`src/rtl/ata_tf_pkg.sv`:
```
package ata_tf_pkg;
    localparam int TF_BYTE_W   = 8;
    localparam int TF_ADDR_W   = 3;
    localparam int TF_SLOTS    = 5;
    localparam int TF_FIS_BYTES = 20;

    // Command-block offsets (legacy layout; read/write meaning depends on it)
    localparam logic [TF_ADDR_W-1:0] OFS_DATA   = 3'd0;
    localparam logic [TF_ADDR_W-1:0] OFS_FEAT   = 3'd1;
    localparam logic [TF_ADDR_W-1:0] OFS_COUNT  = 3'd2;
    localparam logic [TF_ADDR_W-1:0] OFS_LBA_LO = 3'd3;
    localparam logic [TF_ADDR_W-1:0] OFS_LBA_MD = 3'd4;
    localparam logic [TF_ADDR_W-1:0] OFS_LBA_HI = 3'd5;
    localparam logic [TF_ADDR_W-1:0] OFS_DEV    = 3'd6;
    localparam logic [TF_ADDR_W-1:0] OFS_CMD    = 3'd7;
    // Control-block offset of device control / alternate status
    localparam logic [TF_ADDR_W-1:0] OFS_DCTL   = 3'd6;

    // Slot index = offset - 1
    localparam int SLOT_FEAT  = 0;
    localparam int SLOT_COUNT = 1;
    localparam int SLOT_LBA_LO = 2;
    localparam int SLOT_LBA_MD = 3;
    localparam int SLOT_LBA_HI = 4;

    localparam int HOB_BIT = 7;
    localparam logic [TF_BYTE_W-1:0] FIS_TYPE_H2D = 8'h27;
    localparam logic [TF_BYTE_W-1:0] FIS_FLAG_CMD = 8'h80;
endpackage

```
`src/rtl/tf_fifo2.sv`:
```
module tf_fifo2 #(
    parameter int W = 8
) (
    input  logic         clk,
    input  logic         rst,
    input  logic         push,
    input  logic [W-1:0] din,
    output logic [W-1:0] cur,
    output logic [W-1:0] prev
);
    typedef struct packed {
        logic [W-1:0] cur;
        logic [W-1:0] prev;
    } pair_t;

    pair_t st_d, st_q;

    always_comb begin
        st_d = st_q;
        if (push) begin
            st_d.prev = st_q.cur;
            st_d.cur  = din;
        end
    end

    always_ff @(posedge clk) begin
        if (rst) st_q <= '0;
        else     st_q <= st_d;
    end

    assign cur  = st_q.cur;
    assign prev = st_q.prev;
endmodule

```
`src/rtl/tf_fis_pack.sv`:
```
module tf_fis_pack
    import ata_tf_pkg::*;
#(
    parameter int W = TF_BYTE_W,
    parameter int N = TF_SLOTS,
    parameter int NB = TF_FIS_BYTES,
    localparam int IMG_W = NB * W
) (
    input  logic [W-1:0]        cmd,
    input  logic [W-1:0]        dev,
    input  logic [W-1:0]        dctl,
    input  logic [N-1:0][W-1:0] slot_cur,
    input  logic [N-1:0][W-1:0] slot_prev,
    output logic [IMG_W-1:0]    image
);
    logic [NB-1:0][W-1:0] lanes;

    always_comb begin
        lanes     = '0;
        lanes[0]  = FIS_TYPE_H2D;
        lanes[1]  = FIS_FLAG_CMD;
        lanes[2]  = cmd;
        lanes[3]  = slot_cur[SLOT_FEAT];
        lanes[4]  = slot_cur[SLOT_LBA_LO];
        lanes[5]  = slot_cur[SLOT_LBA_MD];
        lanes[6]  = slot_cur[SLOT_LBA_HI];
        lanes[7]  = dev;
        lanes[8]  = slot_prev[SLOT_LBA_LO];
        lanes[9]  = slot_prev[SLOT_LBA_MD];
        lanes[10] = slot_prev[SLOT_LBA_HI];
        lanes[11] = slot_prev[SLOT_FEAT];
        lanes[12] = slot_cur[SLOT_COUNT];
        lanes[13] = slot_prev[SLOT_COUNT];
        lanes[15] = dctl;
    end

    genvar gb;
    generate
        for (gb = 0; gb < NB; gb++) begin : g_lane
            assign image[gb*W +: W] = lanes[gb];
        end
    endgenerate
endmodule

```
`src/rtl/tf_read_mux.sv`:
```
module tf_read_mux
    import ata_tf_pkg::*;
#(
    parameter int W = TF_BYTE_W,
    parameter int N = TF_SLOTS,
    parameter int AW = TF_ADDR_W
) (
    input  logic                ctrl_sel,
    input  logic [AW-1:0]       addr,
    input  logic                hob,
    input  logic [N-1:0][W-1:0] slot_cur,
    input  logic [N-1:0][W-1:0] slot_prev,
    input  logic [W-1:0]        dev,
    input  logic [W-1:0]        status,
    output logic [W-1:0]        rdata
);
    always_comb begin
        rdata = '0;
        if (ctrl_sel) begin
            if (addr == OFS_DCTL) rdata = status;
        end else begin
            for (int i = 0; i < N; i++) begin
                if (addr == AW'(i + 1)) rdata = hob ? slot_prev[i] : slot_cur[i];
            end
            if (addr == OFS_DEV) rdata = dev;
            if (addr == OFS_CMD) rdata = status;
        end
    end
endmodule

```
`src/rtl/ata_taskfile_shadow.sv`:
```
module ata_taskfile_shadow
    import ata_tf_pkg::*;
#(
    parameter int DATA_W = TF_BYTE_W,
    parameter int ADDR_W = TF_ADDR_W,
    parameter int SLOTS  = TF_SLOTS,
    localparam int FIS_W = TF_FIS_BYTES * DATA_W
) (
    input  logic              clk,
    input  logic              rst,
    input  logic              io_wr,
    input  logic              io_ctrl_sel,
    input  logic [ADDR_W-1:0] io_addr,
    input  logic [DATA_W-1:0] io_wdata,
    output logic [DATA_W-1:0] io_rdata,
    input  logic [DATA_W-1:0] dev_status,
    output logic              fis_valid,
    input  logic              fis_ready,
    output logic [FIS_W-1:0]  fis_data
);
    typedef struct packed {
        logic [DATA_W-1:0] dctl;
        logic [DATA_W-1:0] dev;
        logic              valid;
        logic [FIS_W-1:0]  image;
    } ctl_t;

    ctl_t ctl_d, ctl_q;

    logic [SLOTS-1:0][DATA_W-1:0] slot_cur;
    logic [SLOTS-1:0][DATA_W-1:0] slot_prev;
    logic [SLOTS-1:0]             slot_push;
    logic [FIS_W-1:0]             image_next;
    logic                         cmd_blk_wr;
    logic                         cmd_wr;

    assign cmd_blk_wr = io_wr && !io_ctrl_sel;
    assign cmd_wr     = cmd_blk_wr && (io_addr == OFS_CMD);

    genvar gs;
    generate
        for (gs = 0; gs < SLOTS; gs++) begin : g_slot
            assign slot_push[gs] = cmd_blk_wr && (io_addr == ADDR_W'(gs + 1));
            tf_fifo2 #(.W(DATA_W)) u_pair (
                .clk  (clk),
                .rst  (rst),
                .push (slot_push[gs]),
                .din  (io_wdata),
                .cur  (slot_cur[gs]),
                .prev (slot_prev[gs])
            );
        end
    endgenerate

    tf_fis_pack #(.W(DATA_W), .N(SLOTS), .NB(TF_FIS_BYTES)) u_pack (
        .cmd       (io_wdata),
        .dev       (ctl_q.dev),
        .dctl      (ctl_q.dctl),
        .slot_cur  (slot_cur),
        .slot_prev (slot_prev),
        .image     (image_next)
    );

    tf_read_mux #(.W(DATA_W), .N(SLOTS), .AW(ADDR_W)) u_rd (
        .ctrl_sel  (io_ctrl_sel),
        .addr      (io_addr),
        .hob       (ctl_q.dctl[HOB_BIT]),
        .slot_cur  (slot_cur),
        .slot_prev (slot_prev),
        .dev       (ctl_q.dev),
        .status    (dev_status),
        .rdata     (io_rdata)
    );

    always_comb begin
        ctl_d = ctl_q;
        if (cmd_blk_wr) ctl_d.dctl[HOB_BIT] = 1'b0;
        if (io_wr && io_ctrl_sel && (io_addr == OFS_DCTL)) ctl_d.dctl = io_wdata;
        if (cmd_blk_wr && (io_addr == OFS_DEV)) ctl_d.dev = io_wdata;
        if (ctl_q.valid && fis_ready) ctl_d.valid = 1'b0;
        if (cmd_wr && !ctl_q.valid) begin
            ctl_d.valid = 1'b1;
            ctl_d.image = image_next;
        end
    end

    always_ff @(posedge clk) begin
        if (rst) ctl_q <= '0;
        else     ctl_q <= ctl_d;
    end

    assign fis_valid = ctl_q.valid;
    assign fis_data  = ctl_q.image;
endmodule

```
`config.mk`:
```
export PLATFORM = sky130hd
export DESIGN_NAME = ata_taskfile_shadow
export DESIGN_NICKNAME = d
export VERILOG_FILES = /design/src/rtl/ata_tf_pkg.sv /design/src/rtl/tf_fifo2.sv /design/src/rtl/tf_fis_pack.sv /design/src/rtl/tf_read_mux.sv /design/src/rtl/ata_taskfile_shadow.sv
export SDC_FILE = /design/constraint.sdc
export NUM_CORES = 1
export LEC_CHECK = 0
export BUFFER_PORTS_ARGS = -buffer_cell sky130_fd_sc_hd__buf_2
export CORE_ASPECT_RATIO = 0.8
export CORE_MARGIN = 2
export CORE_UTILIZATION = 50
export DETAILED_ROUTE_END_ITERATION = 10
export HOLD_SLACK_MARGIN = 0.1
export PLACE_DENSITY = 0.74
export SYNTH_ARGS = -nofsm -noshare
export SYNTH_HDL_FRONTEND = slang
export SYNTH_SLANG_ARGS = --single-unit
```
`constraint.sdc`:
```
create_clock -name clk -period 3.4 [get_ports clk]
set_input_delay 0.17 -clock clk [delete_from_list [all_inputs] [get_ports clk]]
set_output_delay 0.17 -clock clk [all_outputs]
set_load 0.03 [all_outputs]
```
==> results of run 1 <==
stage by stage:
step	hold WS (ns)	setup slack [ns]	util (%)
floorplan	0.3518	1.670	-
global placement	0.4348	1.150	49.52
detailed placement	0.4416	1.114	49.52
CTS	0.1931	0.5948	53.80
global route	0.2612	0.4232	53.81
finish	0.2153	0.5522	53.81
cell usage in the layout (no fill, tap or decap), types with 7 or more instances in the layout:
master,netlist,final
mux2i_1,79,79
dlygate4sd3_1,0,9
nor2_1,44,44
clkbuf_1,53,7
clkbuf_16,0,21
a22o_1,8,8
a21oi_1,183,183
buf_4,164,7
buf_2,20,140
conb_1,1,51
o21ai_0,17,17
nand2_1,315,315
dfxtp_1,202,201
routing by layer:
metal  part of all wire (%)  vias to the layer above
li1                       -                     3549
met4                    1.1                        2
met1                     47                     3442
met2                     44                      225
met3                    7.1                       25
met5                  0.056                        -
path summary, 6_finish.rpt:
check	startpoint	end	slack (ns)
setup reg to reg	fis_valid	fis_data[75]	1.41
setup / recovery	ctl_q[176]	io_rdata[5]	0.55
hold / removal	io_wr	ctl_q[176]	0.22
hold reg to reg	fis_data[70]	fis_data[70]	0.45
cell usage after synthesis (all sizes together), types with 2 or more instances:
cell type / n / area (um^2)
a211oi: 3 / 22.52
a21o: 2 / 15.01
a21oi: 183 / 915.9
a22o: 8 / 70.07
a31o: 7 / 61.31
and2: 3 / 18.77
and3: 2 / 12.51
buf: 191 / 1403
clkbuf: 53 / 198.9
dfxtp: 202 / 4044
inv: 2 / 7.500
mux2: 4 / 45.04
mux2i: 79 / 790.8
nand2: 315 / 1182
nand2b: 7 / 51.30
nand3b: 3 / 22.52
nor2: 44 / 165.2
nor2b: 6 / 37.54
nor3: 3 / 30.03
o21ai: 17 / 85.08
o22ai: 4 / 25.02
o2bb2ai: 6 / 52.55
or3: 3 / 18.77
timing repair:
action                    in CTS  in global routing
hold endpoints to repair      46                  0
resized for setup              0                  0
hold buffers                   9                  0
registers in the layout, indices dropped and copies added (netlist names):
register,cells
fis_valid,1
g_slot.u_pair.cur,40
g_slot.u_pair.prev,40
ctl_q,16
fis_data,105
worst max-delay path, stage by stage, from the launching register on:
cell and delay (ns):
dfxtp_2 0.74, buf_4 0.45, mux2i_1 0.25, a21oi_1 0.10, a22o_1 0.19, a31o_1 0.22, buf_2 0.19
power by group:
group / switching [uW] / leakage, uW / internal, uW
clock network: 930 / 0.000337 / 1380
logic: 251 / 0.00192 / 70.9
registers: 12.5 / 0.00163 / 2380
cell type report:
type                            count  area, um^2  area share [%]
Tap cell                          253       316.6           3.228
Multi-Input combinational cell    756        3890           39.67
Clock buffer                       32       606.8           6.189
Timing Repair Buffer              157       854.6           8.715
Sequential cell                   202        4045           41.25
Clock inverter                      5       82.58          0.8422
Inverter                            2       7.507         0.07656
Antenna cell                        1       2.502         0.02552
cells by family (layout without fill, tap and decap cells):
group           after synthesis  in the layout  share of synthesized area [%]
flops                       202            202                          43.28
buf+inv                     246            196                          17.22
mux                          84             84                          9.187
other cells                   1             52                        0.04014
compound gates              231            231                          13.43
simple gates                390            390                          16.83
==> impl_metrics.tcl, run 1 <==
set metrics [dict create \
    overflow 0 \
    syn_avg_cell_area_um2 8.096 \
    slew_headroom_pct 20.26 \
    worst_slew_pin_slew_ns 1.196 \
    async_flop_share_pct 0 \
    areaGrowthSynthToFinish_pct 4.955 \
    final_nets 1164 \
    ios 193 \
    layout.cells.non_filler 1408 \
    maxCapViolCount 0 \
    synth_cell_types 36 \
    ant_nets 0 \
    clkLatencyLatePin_ns 0.50 \
    drv_slew 0 \
    place_inst 1361 \
    hp-class "input port to flip-flop" \
    synth_edf_count 0 \
    finalCritPeriodShare_pct 83.76 \
    met3_usage_pct 4.852 \
    r2r_cells 3 \
    drive_above_1_share_pct 16.64 \
    synth-seq-cells 202 \
    core_area_mm2 0.01822 \
    setup.worst_path.class "flip-flop to output port" \
    grtUsageTotal_pct 22.95 \
    place_area_mm2 0.009024 \
    rows 44 \
    cts-root-buf "clkbuf_16" \
    grt_max_degree 123 \
    cts_num_sinks 202 \
    period_needed_ns 2.848 \
    rsz0062_at_grt "no" \
    io_buffer_count 141 \
    hold_violations 0 \
    vias_per_cell 5.144 \
    post-cts-setup-buffers 0 \
    dr.pass1.iters 5 \
    die_area_mm2 0.01980 \
    vdd.ir_drop.worst_uv 311.8 \
    htreeDepth 1 \
    start_util_pct 51.27 \
    routed_wl_mm 23.36 \
    hpwlAfterDp_mm 15.36 \
    critPathMaxFanout 24 \
    whs_path_depth 5 \
    grt_pass1_vias 6444 \
    use_met1_pct 34.39 \
    setup-violations-final 0 \
    fin_area_mm2 0.009806 \
    dr_total_vias 7243 \
    power.total_uw 5026 \
    cp.required_ns 3.23 \
    antenna_found_initial 2 \
    cp-end-kind "output port" \
    status "finished clean" \
    numCtsBuffers 21 \
    busiest_layer "met1" \
    synthCells 1154 \
    startpoint_type "flip-flop" \
    timing.fmax_ghz 0.3511 \
    path_clk_slew_ns 0.06 \
    ys_seq_area_share_pct 43.28 \
    drt-initial-drc-count 688 \
    drt-wirelength-per-cell_um 16.59 \
    pwr_density_cell_mw_per_mm2 512.5 \
    met2_usage_pct 34.24 \
    synthFlopType "dfxtp_1" \
    ctsLongestPathBuffers 3 \
    ys_warn_count 0 \
    dieHeight_um 126.3 \
    cts_tree "yes" \
    leakagePower_uw 0.003887 \
    routabilityCongestion 0.8666 \
    fill_cells 1753 \
    drc 0 \
    grt_pass1_wl_mm 36.19 \
    final.setup.tns_ns 0 \
    chipWidth_um 156.8 \
    syn_area_mm2 0.009343 \
    arrival_ns 2.68 \
    skew_ns 0.01242 \
]
No activity file was read; power rests on OpenSTA's default activity.
==> inputs of run 2 (changes only) <==
PLACE_DENSITY = 0.77   (was 0.74)
clock period = 2.5 ns   (was 3.4 ns; I/O delays follow)
==> run 2 against run 1 <==
Compared with the run above: hold slack worse by 0.095 ns; global-route usage down 0.16 points; count of clock-buffer cells in the layout down 4; largest cell class unchanged; flip-flop and latch count unchanged; non-clock buffer count is 12 higher; critical endpoint is now io_rdata[2]; core utilization is 0.32 points higher; clock skew rose by 0.0015 ns; critical path depth is 1 higher.
==> impl_metrics.tcl, run 2 (same netlist as run 1, synthesis figures left out) <==
set metrics [dict create \
    switching_power_uw 1594 \
    vias_per_cell 5.165 \
    startpoint_type "flip-flop" \
    cts-root-buf "clkbuf_16" \
    hp-class "input port to flip-flop" \
    largest_reg_flops 105 \
    ios 193 \
    drive_above_1_share_pct 17.51 \
    arrival_ns 2.24 \
    timing.fmax_ghz 0.4225 \
    dr.pass1.iters 5 \
    cts_tree "yes" \
    grtUsageTotal_pct 22.79 \
    hold_slack_ns 0.1200 \
    clkPwrFrac_pct 43.2 \
    maxCapViolCount 0 \
    slew_headroom_pct 56.79 \
    clkLatencyLatePin_ns 0.49 \
    worst_slew_pin_slew_ns 0.6481 \
    internal_power_uw 4922 \
    chipWidth_um 156.8 \
    drt-initial-drc-count 734 \
    grt_pass1_wl_mm 35.92 \
    final_common_cell "nand2_1" \
    pwr_density_cell_mw_per_mm2 660.6 \
    drv_slew 0 \
    drc 0 \
    vdd.ir_drop.worst_uv 504.2 \
    hold_violations 0 \
    dr_total_vias 7334 \
    skew_ns 0.01389 \
    htreeDepth 1 \
    cp-end-kind "output port" \
    grt_max_degree 83 \
    ctsLongestPathBuffers 3 \
    grt_pass1_vias 6638 \
    areaGrowthSynthToFinish_pct 5.571 \
    period_needed_ns 2.367 \
    max_stage_delay_ns 0.42 \
    seq_area_mm2 0.004045 \
    rows 44 \
    place_area_mm2 0.009151 \
    core_area_mm2 0.01822 \
    ant_nets 0 \
    swShare_pct 24.46 \
    start_util_pct 51.27 \
    setup-violations-final 0 \
    io_buffer_count 141 \
    worst_path_max_delay_cell "dfxtp_2" \
    dieHeight_um 126.3 \
    leakagePower_uw 0.003912 \
    path_cells "buf_6 -> buf_4 -> nor2b_1 -> a211oi_1 -> o22ai_1 -> a31o_1 -> buf_2" \
    hpwlAfterDp_mm 15.93 \
    overflow 0 \
    setup.worst_path.class "flip-flop to output port" \
    cts_num_sinks 202 \
    place_inst 1373 \
    multi_input_area_mm2 0.003890 \
    fill_cells 1707 \
    final_nets 1176 \
    final.setup.tns_ns 0 \
    numCtsBuffers 21 \
    routabilityCongestion 0.9015 \
    cp.required_ns 2.38 \
    seqPwrFrac_pct 49.9 \
    routed_wl_mm 23.27 \
    fin_area_mm2 0.009863 \
    status "finished clean" \
    layout.cells.non_filler 1420 \
    drt-wirelength-per-cell_um 16.39 \
    die_area_mm2 0.01980 \
    rsz0062_at_grt "no" \
    comb_power_share_pct 6.9 \
    finalCritPeriodShare_pct 94.67 \
    final_cell_mix "315 x nand2_1, 201 x dfxtp_1, 183 x a21oi_1" \
    path_clk_slew_ns 0.07 \
    critPathMaxFanout 27 \
    antenna_found_initial 3 \
]
[run 2: cell count changes in the layout (fill, tap and decap cells not counted), moves of 2 or more]
| cell | before | now |
|---|---|---|
| buf_12 | 0 | 3 |
| clkinv_2 | 1 | 4 |
| clkinvlp_4 | 0 | 3 |
| clkbuf_8 | 4 | 1 |
| buf_4 | 7 | 15 |
| bufinv_16 | 2 | 0 |
[run 2: repair_timing]
action                                  4_1_cts  5_1_grt
hold endpoints to repair                     61        0
resized for setup                             0        1
hold buffers                                  9        0
endpoints found under the setup margin        0        5
buffers inserted                              0        0
[run 2: layout make-up]
cell class,count,area share [%]
Tap cell,253,3.209
Clock inverter,8,0.5201
Multi-Input combinational cell,756,39.44
Timing Repair Buffer,169,9.996
Antenna cell,2,0.05074
Sequential cell,202,41.01
Clock buffer,28,5.696
Inverter,2,0.07611
[run 2: path summary, 6_finish.rpt]
| kind | startpoint | endpoint | slack [ns] | depth (start not counted) |
|---|---|---|---|---|
| setup / recovery | ctl_q[176] | io_rdata[2] | 0.13 | 7 |
| setup reg to reg | fis_valid | fis_data[83] | 0.85 | 4 |
| hold reg to reg | fis_data[78] | fis_data[78] | 0.45 | 2 |
| hold / removal | rst | g_slot[2].u_pair.cur[1] | 0.12 | 2 |
[run 2: power by group through the flow]
stage                     sequential (uW)  clock [uW]  combinational (uW)
final                                3250        2820                 451
after global routing                 3250        3000                 478
after CTS                            3250        2880                 443
after detailed placement             3320           0                 431
after global placement               3320           0                 428
after floorplan                      3310           0                 395
[run 2: routing by layer]
metal  GRT usage [%]  share of wire (%)
met1           33.25                 45
met2           34.18                 44
met3           4.680                7.7
met4           6.206                2.7
met5               0              0.069
[run 2: metrics by stage]
stage / power, uW / worst slack, ns / utilization [%]
final: 6516 / 0.1334 / 54.13
after CTS: 6567 / 0.04455 / 54.08
after floorplan: 3709 / 0.8153 / -
after detailed placement: 3751 / 0.5707 / 50.22
after global placement: 3748 / 0.6352 / 50.22
after global routing: 6723 / 0.06083 / 54.11
[run 2: critical path, delay by kind of cell, from the launching register on]
kind | cells | cell delay, ns
buf+inv | 3 | 0.72
compound gates | 3 | 0.55
simple gates | 1 | 0.05
flops | 1 | 0.42
